[config.mk]
export PLATFORM = sky130hd
export DESIGN_NAME = ecc_err_regbank
export DESIGN_NICKNAME = d
export VERILOG_FILES = /design/src/rtl/ecc_err_pkg.sv /design/src/rtl/ecc_err_status.sv /design/src/rtl/ecc_err_counter.sv /design/src/rtl/ecc_err_capture.sv /design/src/rtl/ecc_err_regbank.sv
export SDC_FILE = /design/constraint.sdc
export NUM_CORES = 1
export LEC_CHECK = 0
export BUFFER_PORTS_ARGS = -buffer_cell sky130_fd_sc_hd__buf_2
export CAP_MARGIN = 20
export CORE_MARGIN = 1
export CORE_UTILIZATION = 48
export CTS_CLUSTER_SIZE = 20
export DETAILED_ROUTE_END_ITERATION = 12
export GPL_TIMING_DRIVEN = 0
export PLACE_DENSITY_LB_ADDON = 0.05
export SYNTH_ARGS = -nofsm -noshare
export SYNTH_HDL_FRONTEND = slang
export SYNTH_SLANG_ARGS = --single-unit
[constraint.sdc]
create_clock -name clk -period 1.4 [get_ports clk]
set_clock_uncertainty 0.05 [all_clocks]
set_input_delay 0.14 -clock clk [delete_from_list [all_inputs] [get_ports clk]]
set_output_delay 0.14 -clock clk [all_outputs]
set_load 0.02 [all_outputs]
[src/rtl/ecc_err_pkg.sv]
package ecc_err_pkg;

    localparam int REG_AW    = 3;
    localparam int REG_W     = 32;
    localparam int NUM_REGS  = 2 ** REG_AW;
    localparam int NUM_FLAGS = 2;
    localparam int ALIGN_B   = 2;

    localparam int FLAG_CE = 0;
    localparam int FLAG_UE = 1;

    localparam logic [REG_AW-1:0] IDX_STATUS   = 3'd0;
    localparam logic [REG_AW-1:0] IDX_IRQ_EN   = 3'd1;
    localparam logic [REG_AW-1:0] IDX_CE_CNT   = 3'd2;
    localparam logic [REG_AW-1:0] IDX_CE_ADDR  = 3'd3;
    localparam logic [REG_AW-1:0] IDX_UE_ADDR  = 3'd4;
    localparam logic [REG_AW-1:0] IDX_UE_DATA  = 3'd5;
    localparam logic [REG_AW-1:0] IDX_UE_CHECK = 3'd6;

    typedef enum logic [0:0] {
        ACC_IDLE = 1'b0,
        ACC_ACK  = 1'b1
    } acc_state_t;

endpackage

[src/rtl/ecc_err_status.sv]
module ecc_err_status
    import ecc_err_pkg::*;
(
    input  logic                 clk,
    input  logic                 rst_n,
    input  logic [NUM_FLAGS-1:0] evt,
    input  logic [NUM_FLAGS-1:0] clr,
    input  logic                 en_wr,
    input  logic [NUM_FLAGS-1:0] en_val,
    output logic [NUM_FLAGS-1:0] flags,
    output logic [NUM_FLAGS-1:0] en,
    output logic                 irq
);

    logic [NUM_FLAGS-1:0] flag_q;
    logic [NUM_FLAGS-1:0] en_q;

    for (genvar g = 0; g < NUM_FLAGS; g++) begin : g_flag
        // Event has priority over a same-cycle clear.
        always_ff @(posedge clk) begin
            if (!rst_n) begin
                flag_q[g] <= 1'b0;
            end else if (evt[g]) begin
                flag_q[g] <= 1'b1;
            end else if (clr[g]) begin
                flag_q[g] <= 1'b0;
            end
        end

        always_ff @(posedge clk) begin
            if (!rst_n) begin
                en_q[g] <= 1'b0;
            end else if (en_wr) begin
                en_q[g] <= en_val[g];
            end
        end
    end

    assign flags = flag_q;
    assign en    = en_q;
    assign irq   = |(flag_q & en_q);

endmodule

[src/rtl/ecc_err_counter.sv]
module ecc_err_counter #(
    parameter int CNT_W = 8
) (
    input  logic             clk,
    input  logic             rst_n,
    input  logic             inc,
    input  logic             load,
    input  logic [CNT_W-1:0] load_val,
    output logic [CNT_W-1:0] count
);

    localparam logic [CNT_W-1:0] CNT_MAX = '1;

    logic [CNT_W-1:0] cnt_q;
    logic             at_max;

    assign at_max = (cnt_q == CNT_MAX);

    always_ff @(posedge clk) begin
        if (!rst_n) begin
            cnt_q <= '0;
        end else if (load) begin
            cnt_q <= load_val;
        end else if (inc && !at_max) begin
            cnt_q <= cnt_q + CNT_W'(1);
        end
    end

    assign count = cnt_q;

endmodule

[src/rtl/ecc_err_capture.sv]
module ecc_err_capture #(
    parameter int W = 32
) (
    input  logic         clk,
    input  logic         rst_n,
    input  logic         evt,
    input  logic         held,
    input  logic [W-1:0] din,
    output logic [W-1:0] q
);

    logic [W-1:0] cap_q;

    always_ff @(posedge clk) begin
        if (!rst_n) begin
            cap_q <= '0;
        end else if (evt && !held) begin
            cap_q <= din;
        end
    end

    assign q = cap_q;

endmodule

[src/rtl/ecc_err_regbank.sv]
module ecc_err_regbank
    import ecc_err_pkg::*;
#(
    parameter int CNT_W  = 8,
    parameter int EA_W   = 32,
    parameter int DATA_W = 32,
    parameter int CHK_W  = 7
) (
    input  logic              clk,
    input  logic              rst_n,
    input  logic              req,
    input  logic              we,
    input  logic [REG_AW-1:0] reg_idx,
    input  logic [REG_W-1:0]  wdata,
    output logic              ack,
    output logic [REG_W-1:0]  rdata,
    input  logic              ce_evt,
    input  logic              ue_evt,
    input  logic [EA_W-1:0]   evt_addr,
    input  logic [DATA_W-1:0] evt_data,
    input  logic [CHK_W-1:0]  evt_check,
    output logic              irq
);

    localparam int UE_W = EA_W + DATA_W + CHK_W;

    // ---------------- access sequencer ----------------
    acc_state_t state_q;
    acc_state_t state_d;

    always_ff @(posedge clk) begin
        if (!rst_n) begin
            state_q <= ACC_IDLE;
        end else begin
            state_q <= state_d;
        end
    end

    always_comb begin
        state_d = state_q;
        unique case (state_q)
            ACC_IDLE: state_d = req ? ACC_ACK : ACC_IDLE;
            ACC_ACK:  state_d = req ? ACC_ACK : ACC_IDLE;
            default:  state_d = ACC_IDLE;
        endcase
    end

    always_comb begin
        ack = (state_q == ACC_ACK);
    end

    // ---------------- write decode ----------------
    logic                wr_en;
    logic [NUM_REGS-1:0] wr_sel;

    assign wr_en = req && we;

    always_comb begin
        for (int i = 0; i < NUM_REGS; i++) begin
            wr_sel[i] = wr_en && (reg_idx == REG_AW'(i));
        end
    end

    // ---------------- status, enable, interrupt ----------------
    logic [NUM_FLAGS-1:0] evt_vec;
    logic [NUM_FLAGS-1:0] clr_vec;
    logic [NUM_FLAGS-1:0] flags_q;
    logic [NUM_FLAGS-1:0] en_q;

    always_comb begin
        evt_vec          = '0;
        evt_vec[FLAG_CE] = ce_evt;
        evt_vec[FLAG_UE] = ue_evt;
        clr_vec          = wr_sel[IDX_STATUS] ? wdata[NUM_FLAGS-1:0] : '0;
    end

    ecc_err_status u_status (
        .clk    (clk),
        .rst_n  (rst_n),
        .evt    (evt_vec),
        .clr    (clr_vec),
        .en_wr  (wr_sel[IDX_IRQ_EN]),
        .en_val (wdata[NUM_FLAGS-1:0]),
        .flags  (flags_q),
        .en     (en_q),
        .irq    (irq)
    );

    // ---------------- correctable counter ----------------
    logic [CNT_W-1:0] ce_cnt;

    ecc_err_counter #(.CNT_W(CNT_W)) u_counter (
        .clk      (clk),
        .rst_n    (rst_n),
        .inc      (ce_evt),
        .load     (wr_sel[IDX_CE_CNT]),
        .load_val (wdata[CNT_W-1:0]),
        .count    (ce_cnt)
    );

    // ---------------- capture registers ----------------
    logic [EA_W-1:0] aligned_addr;
    logic [EA_W-1:0] ce_addr_q;
    logic [UE_W-1:0] ue_cap_q;
    logic [EA_W-1:0] ue_addr_q;
    logic [DATA_W-1:0] ue_data_q;
    logic [CHK_W-1:0]  ue_chk_q;

    assign aligned_addr = {evt_addr[EA_W-1:ALIGN_B], {ALIGN_B{1'b0}}};

    ecc_err_capture #(.W(EA_W)) u_ce_cap (
        .clk   (clk),
        .rst_n (rst_n),
        .evt   (ce_evt),
        .held  (flags_q[FLAG_CE]),
        .din   (aligned_addr),
        .q     (ce_addr_q)
    );

    ecc_err_capture #(.W(UE_W)) u_ue_cap (
        .clk   (clk),
        .rst_n (rst_n),
        .evt   (ue_evt),
        .held  (flags_q[FLAG_UE]),
        .din   ({aligned_addr, evt_data, evt_check}),
        .q     (ue_cap_q)
    );

    assign {ue_addr_q, ue_data_q, ue_chk_q} = ue_cap_q;

    // ---------------- read path ----------------
    logic [REG_W-1:0] rd_mux;
    logic [REG_W-1:0] rdata_q;

    always_comb begin
        rd_mux = '0;
        case (reg_idx)
            IDX_STATUS:   rd_mux[NUM_FLAGS-1:0] = flags_q;
            IDX_IRQ_EN:   rd_mux[NUM_FLAGS-1:0] = en_q;
            IDX_CE_CNT:   rd_mux[CNT_W-1:0]     = ce_cnt;
            IDX_CE_ADDR:  rd_mux[EA_W-1:0]      = ce_addr_q;
            IDX_UE_ADDR:  rd_mux[EA_W-1:0]      = ue_addr_q;
            IDX_UE_DATA:  rd_mux[DATA_W-1:0]    = ue_data_q;
            IDX_UE_CHECK: rd_mux[CHK_W-1:0]     = ue_chk_q;
            default:      rd_mux                = '0;
        endcase
    end

    always_ff @(posedge clk) begin
        if (!rst_n) begin
            rdata_q <= '0;
        end else if (req && !we) begin
            rdata_q <= rd_mux;
        end
    end

    assign rdata = rdata_q;

endmodule

### Word-level counts from Yosys, hierarchy flattened

Index checks and enable logic that the tools add are counted.

| storage, ports and cells | value |
|---|---|
| output and inout port bits | 34 |
| input bits | 112 |
| flip-flop bits (word level) | 144 |

| operators by class | value |
|---|---|
| mux-type cells | 12 |
| reductions and logical operators | 17 |
| equal/unequal tests | 7 |
| bitwise gates (word level) | 1 |
| add/sub/neg operators | 1 |

Operators by type and width:

| operator | count |
|---|---|
| one-hot mux 24 bit (3 select lines) | 1 |
| one-hot mux 5 bit (5 select lines) | 1 |
| 2-to-1 mux 8 bit | 2 |
| one-hot mux 2 bit (5 select lines) | 1 |
| equality test 3 bit, second input constant | 3 |
| adder 8 x 1 -> 8 bit, second input constant | 1 |
| equality test 8 bit, second input constant | 1 |
| logical AND 1 bit | 8 |
| equality test 3 x 2 -> 1 bit, second input constant | 2 |
| nonzero test 2 bit | 3 |
| 2-to-1 mux 1 bit | 5 |
| logical NOT 1 bit | 4 |
| one-hot mux 1 bit (4 select lines) | 1 |
| equality test 3 x 1 -> 1 bit, second input constant | 1 |
| logical NOT 3 bit | 1 |
| AND 2 bit | 1 |
| 2-to-1 mux 2 bit | 1 |
| OR reduction 2 bit | 1 |

### Depth between registers and ports, before layout

| logic depth | value |
|---|---|
| word-level depth | 5 |
| depth in mapped cells | 7 |
| gate-level depth less buffers | 5 |

### Modules after synthesis

From an unflattened synthesis, not the netlist that was laid out.

| unflattened totals | value |
|---|---|
| cell total of the unflattened synthesis | 747 |
| area total of the unflattened synthesis | 7121.8 um^2 |

Modules (own cells, without submodules):

| module | area an instance (um^2) | cells each | instances |
|---|---|---|---|
| ecc_err_capture (u_ue_cap) | 2946.6 | 309 | 1 |
| ecc_err_regbank | 2222.1 | 229 | 1 |
| ecc_err_capture (u_ce_cap) | 1323.8 | 140 | 1 |
| ecc_err_counter | 480.5 | 56 | 1 |
| ecc_err_status | 148.9 | 13 | 1 |

### Worst setup path before layout

OpenSTA, ideal clock, no wires.

| path | value |
|---|---|
| path kind | reg2reg |
| from | register u_counter.cnt_q[0], in the netlist u_counter.count[0] |
| to | register u_counter.cnt_q[6], in the netlist u_counter.count[6] |
| cell stages (with the launch flop) | 6 |
| data required time | 1280 ps |
| clock period less this slack | 1421 ps |
| setup time | 70 ps |
| arrival time | 1301 ps |
| buffers on the path | 0 |
| slack | -21 ps |
| cell sequence | dfxtp_1 ha_1 and3_1 a21oi_1 a311o_1 a21boi_1 |

| on the way | value |
|---|---|
| cells in the longest elaborated chain, start to end | 4 |
| elaborated cells between the ends (all ways) | 7 |

RTL lines:

| item | line | source |
|---|---|---|
| start: declaration | ecc_err_counter.sv:14 | `logic [CNT_W-1:0] cnt_q;` |
| start signal: assignment | ecc_err_counter.sv:23 | `cnt_q <= load_val;` |
| start signal: assignment | ecc_err_counter.sv:25 | `cnt_q <= cnt_q + CNT_W'(1);` |
| parallel branches: the longest is 4 deep, another holds adder 8 x 1 -> 8 bit | - |  |

Several ways; the timed one is not identified. The select of a mux whose other input is x is not followed.
A chain may end at the register's enable or synchronous reset.

### Worst setup path in the final report

| path | value |
|---|---|
| from | register u_counter.cnt_q[3], in the netlist u_counter.count[3] |
| to | register u_counter.cnt_q[7], in the netlist u_counter.count[7] |

The elaborated chain is that of the path after synthesis.

==> results.sh <==
export IMPL_yosysSeqAreaShare_pct=47.15
export IMPL_num_rows=40
export IMPL_totalWireLength_microns=18530
export IMPL_stdcell_count=1123
export IMPL_avgSynthCellArea_sq_um=8.411
export IMPL_crit_arrival_ns=1.65
export IMPL_setup_slack_ns=0.01956
export IMPL_root_buffer="clkbuf_16"
export IMPL_switching_power_mw=2.465
export IMPL_num_io_pins=146
export IMPL_grt_pass1_wl_microns=29400
export IMPL_path_cells="nand4_1 -> or3_1 -> o21ai_1 -> o21ai_1"
export IMPL_wl_per_cell_microns=16.50
export IMPL_power_frac_comb_pct=11.1
export IMPL_fillers=1026
export IMPL_critPathMostFrequentCell="o21ai_1"
export IMPL_peakVddDrop_v=0.0008435
export IMPL_wl_met3_microns=1068
export IMPL_yosysTopAreaCell="dfxtp_1"
export IMPL_grt_max_degree=20
export IMPL_r2r_end="u_counter.count[7]$_SDFFE_PN0P_"
export IMPL_postSynth_asyncResetShare_pct=0
export IMPL_max_freq_ghz=0.7244
export IMPL_layout_common_cells="nand2_1 (234), dfxtp_1 (136), buf_2 (130)"
export IMPL_rsz0062_at_grt="true"
export IMPL_maxSlewHeadroom_pct=62.19
export IMPL_drt_pass1_iterations=5
export IMPL_power_internal_mw=7.888
export IMPL_cts_tree="yes"
export IMPL_synth_nets=841
export IMPL_leakage_nw=3.431
export IMPL_fp_dieH_microns=114.9
export IMPL_dieArea_sq_um=13190
export IMPL_period_share_pct=98.60
export IMPL_yosys_cell_types_count=42
export IMPL_dpl_hpwl_microns=12650
export IMPL_wl_met2_microns=9112
export IMPL_synth_top_area_share_pct=47.15
export IMPL_viasPerCell=5.394
export IMPL_die_x_microns=114.9
export IMPL_nNetsFinal=1056
export IMPL_p_per_area_nw_per_um2=1231
export IMPL_dp_cells=1013
export IMPL_critical_path_class="flip-flop to flip-flop"
export IMPL_clkSinkCount=144
export IMPL_hold_viol=0
export IMPL_ys_flop_type="dfxtp_1"
export IMPL_cts_clk_slew_worst_paths_ns=0.06
export IMPL_place_ws_ns=-0.3276
export IMPL_port_buffers=118
export IMPL_grt_pass1_vias=6010
export IMPL_clkPwrFrac_pct=46.3
export IMPL_status="completed"
export IMPL_maxSlewViolCount=0
export IMPL_antenna_found_initial=0
export IMPL_tightestPinTransition_ns=0.5671
export IMPL_finalCriticalPeriod_ns=1.380
export IMPL_crit_fanout=7
export IMPL_ctsHtreeMaxLevel=4
export IMPL_worst_hold_slack_ns=0.01644
export IMPL_drc=0
export IMPL_cpPeakStageDelay_ns=0.40
export IMPL_path_delay_family="simple AND/OR/NAND/NOR gates"
export IMPL_reg2reg_depth=4
export IMPL_syn_cell_area_sq_um=6115
export IMPL_crit_path_start="u_counter.count[3]$_SDFFE_PN0P_"
export IMPL_gr_total_overflow=0
export IMPL_synth_seq_cells=144
export IMPL_drive_above_1_share_pct=21.36
export IMPL_hold_path_startpoint="ce_evt"
export IMPL_hold_depth=2
export IMPL_top_layer="met4"
export IMPL_rrSetupSlack_ns=0.02
export IMPL_layout_commonest_cell="nand2_1"
export IMPL_synth_area_leaders="dfxtp_1 (47%), nand2_1 (14%), a21boi_1 (7.1%)"
export IMPL_cts_buffers=17
export IMPL_crit_required_ns=1.67
export IMPL_seq_power_share_pct=42.6
export IMPL_drt_iter0_markers=441
export IMPL_start_kind="flip-flop"
export IMPL_clk_insertion_delay_late_ns=0.43
export IMPL_ant_nets=0
export IMPL_setup_viol=0
export IMPL_cp_slowest_cell="dfxtp_4"
export IMPL_end_kind="flip-flop"
export IMPL_worstHoldPathType="primary input to flip-flop"
export IMPL_start_util_pct=50.07
export IMPL_hold_end="u_status.flags[0]$_SDFFE_PN0P_"
export IMPL_synth_edff_count=0
export IMPL_wl_met1_microns=8129
export IMPL_p_sw_share_pct=23.81
export IMPL_drv_cap=0
export IMPL_num_antenna_cells=0
export IMPL_regToRegStartpoint="u_counter.count[3]$_SDFFE_PN0P_"
export IMPL_clk_path_buf_depth=2
export IMPL_placeableCoreArea_sq_um=12210
export IMPL_syn_to_final_growth_pct=37.51
export IMPL_track_usage_pct=29.27
export IMPL_synthCells=727
export IMPL_place_congestion=0.9116
export IMPL_ys_warn_count=0
export IMPL_worstPathBufferInverterCount=0
export IMPL_vias=6058
[stage by stage]
stage	util [%]	setup TNS [ns]	total power [mW]	cell area, sq um
after floorplan	-	0	5.038	6122
after global placement	56.69	-17.85	5.406	6923
after detailed placement	56.69	-21.01	5.442	6923
after CTS	68.55	0	10.37	8371
after global routing	68.85	-0.1194	10.71	8408
final	68.85	0	10.35	8408
[how the worst max path moves through the flow]
stage	end	slack (ns)	cells past startpoint
after floorplan	u_counter.count[6]$_SDFFE_PN0P_	0.01	5
after global placement	u_ue_cap.q[63]$_SDFFE_PN0P_	-0.31	6
after detailed placement	u_ue_cap.q[64]$_SDFFE_PN0P_	-0.33	6
after CTS	u_counter.count[7]$_SDFFE_PN0P_	0.01	4
after global routing	u_counter.count[7]$_SDFFE_PN0P_	-0.07	4
final	u_counter.count[7]$_SDFFE_PN0P_	0.02	4
[cells in the mapped netlist (2+ instances only)]
| library cell | n |
|---|---|
| nor2_1 | 2 |
| a21boi_1 | 58 |
| nand2b_1 | 4 |
| buf_6 | 3 |
| nand2_1 | 234 |
| a31oi_1 | 3 |
| o21ai_0 | 16 |
| nand4_1 | 2 |
| ha_1 | 2 |
| inv_1 | 2 |
| a221oi_1 | 3 |
| a22oi_1 | 28 |
| a21oi_1 | 7 |
| nor2b_1 | 10 |
| o21ai_1 | 29 |
| a21o_1 | 2 |
| dfxtp_1 | 144 |
| o211ai_1 | 3 |
| nand3_1 | 8 |
| buf_2 | 12 |
| o31ai_1 | 2 |
| a22o_1 | 31 |
| buf_4 | 5 |
| and3_1 | 2 |
| and2_1 | 4 |
| mux2_2 | 4 |
| clkbuf_1 | 36 |
| a21boi_0 | 46 |
| mux2i_1 | 9 |
| nor3_1 | 2 |
| o21a_1 | 2 |
| buf_1 | 2 |
[metal layers]
metal | global-route usage, % | vias to the layer above
met1 | 36.32 | 2908
li1 | - | 2926
met3 | 6.273 | 20
met4 | 9.091 | 0
met5 | 0 | -
met2 | 50.72 | 204
[cell families after synthesis]
| group | share of synthesized area, % |
|---|---|
| mux | 2.210 |
| flops | 47.15 |
| compound gates | 27.19 |
| fa+ha+maj | 0.4092 |
| xor+xnor | 0.1433 |
| buf+inv | 4.666 |
| simple gates | 18.23 |
[cell type report]
cell class | instances | area, sq um | share of cell area, %
plain buffers | 55 | 295.3 | 3.512
clock buffers | 21 | 460.4 | 5.476
clock inverters | 11 | 161.4 | 1.920
inverters | 3 | 11.26 | 0.1339
multi-input cells | 522 | 2970 | 35.33
flip-flops and latches | 144 | 2903 | 34.52
well taps | 168 | 210.2 | 2.500
repair buffers | 199 | 1396 | 16.61
[sequential cells by signal, summed over array words and instances (netlist names)]
register / cells
ack: 1
u_status.flags: 2
u_ue_cap.q: 69
u_ce_cap.q: 30
u_counter.count: 8
u_status.en: 2
rdata: 32
[power groups by stage]
stage / combinational [mW] / sequential [mW] / clock (mW)
after floorplan: 0.565 / 4.47 / 0
after global placement: 0.916 / 4.49 / 0
after detailed placement: 0.944 / 4.50 / 0
after CTS: 1.13 / 4.41 / 4.83
after global routing: 1.26 / 4.43 / 5.02
final: 1.15 / 4.41 / 4.79
[timing repair]
| item | CTS | global route |
|---|---|---|
| setup endpoints to repair | 100 | 26 |
| gates resized for setup | 25 | 19 |
| hold buffers | 79 | 0 |
| endpoints found under the hold margin | 110 | 0 |
| buffers inserted | 0 | 2 |
| pin swaps | 0 | 6 |
| gates cloned | 0 | 0 |
Note: power is estimated with default switching activity, not from simulation.
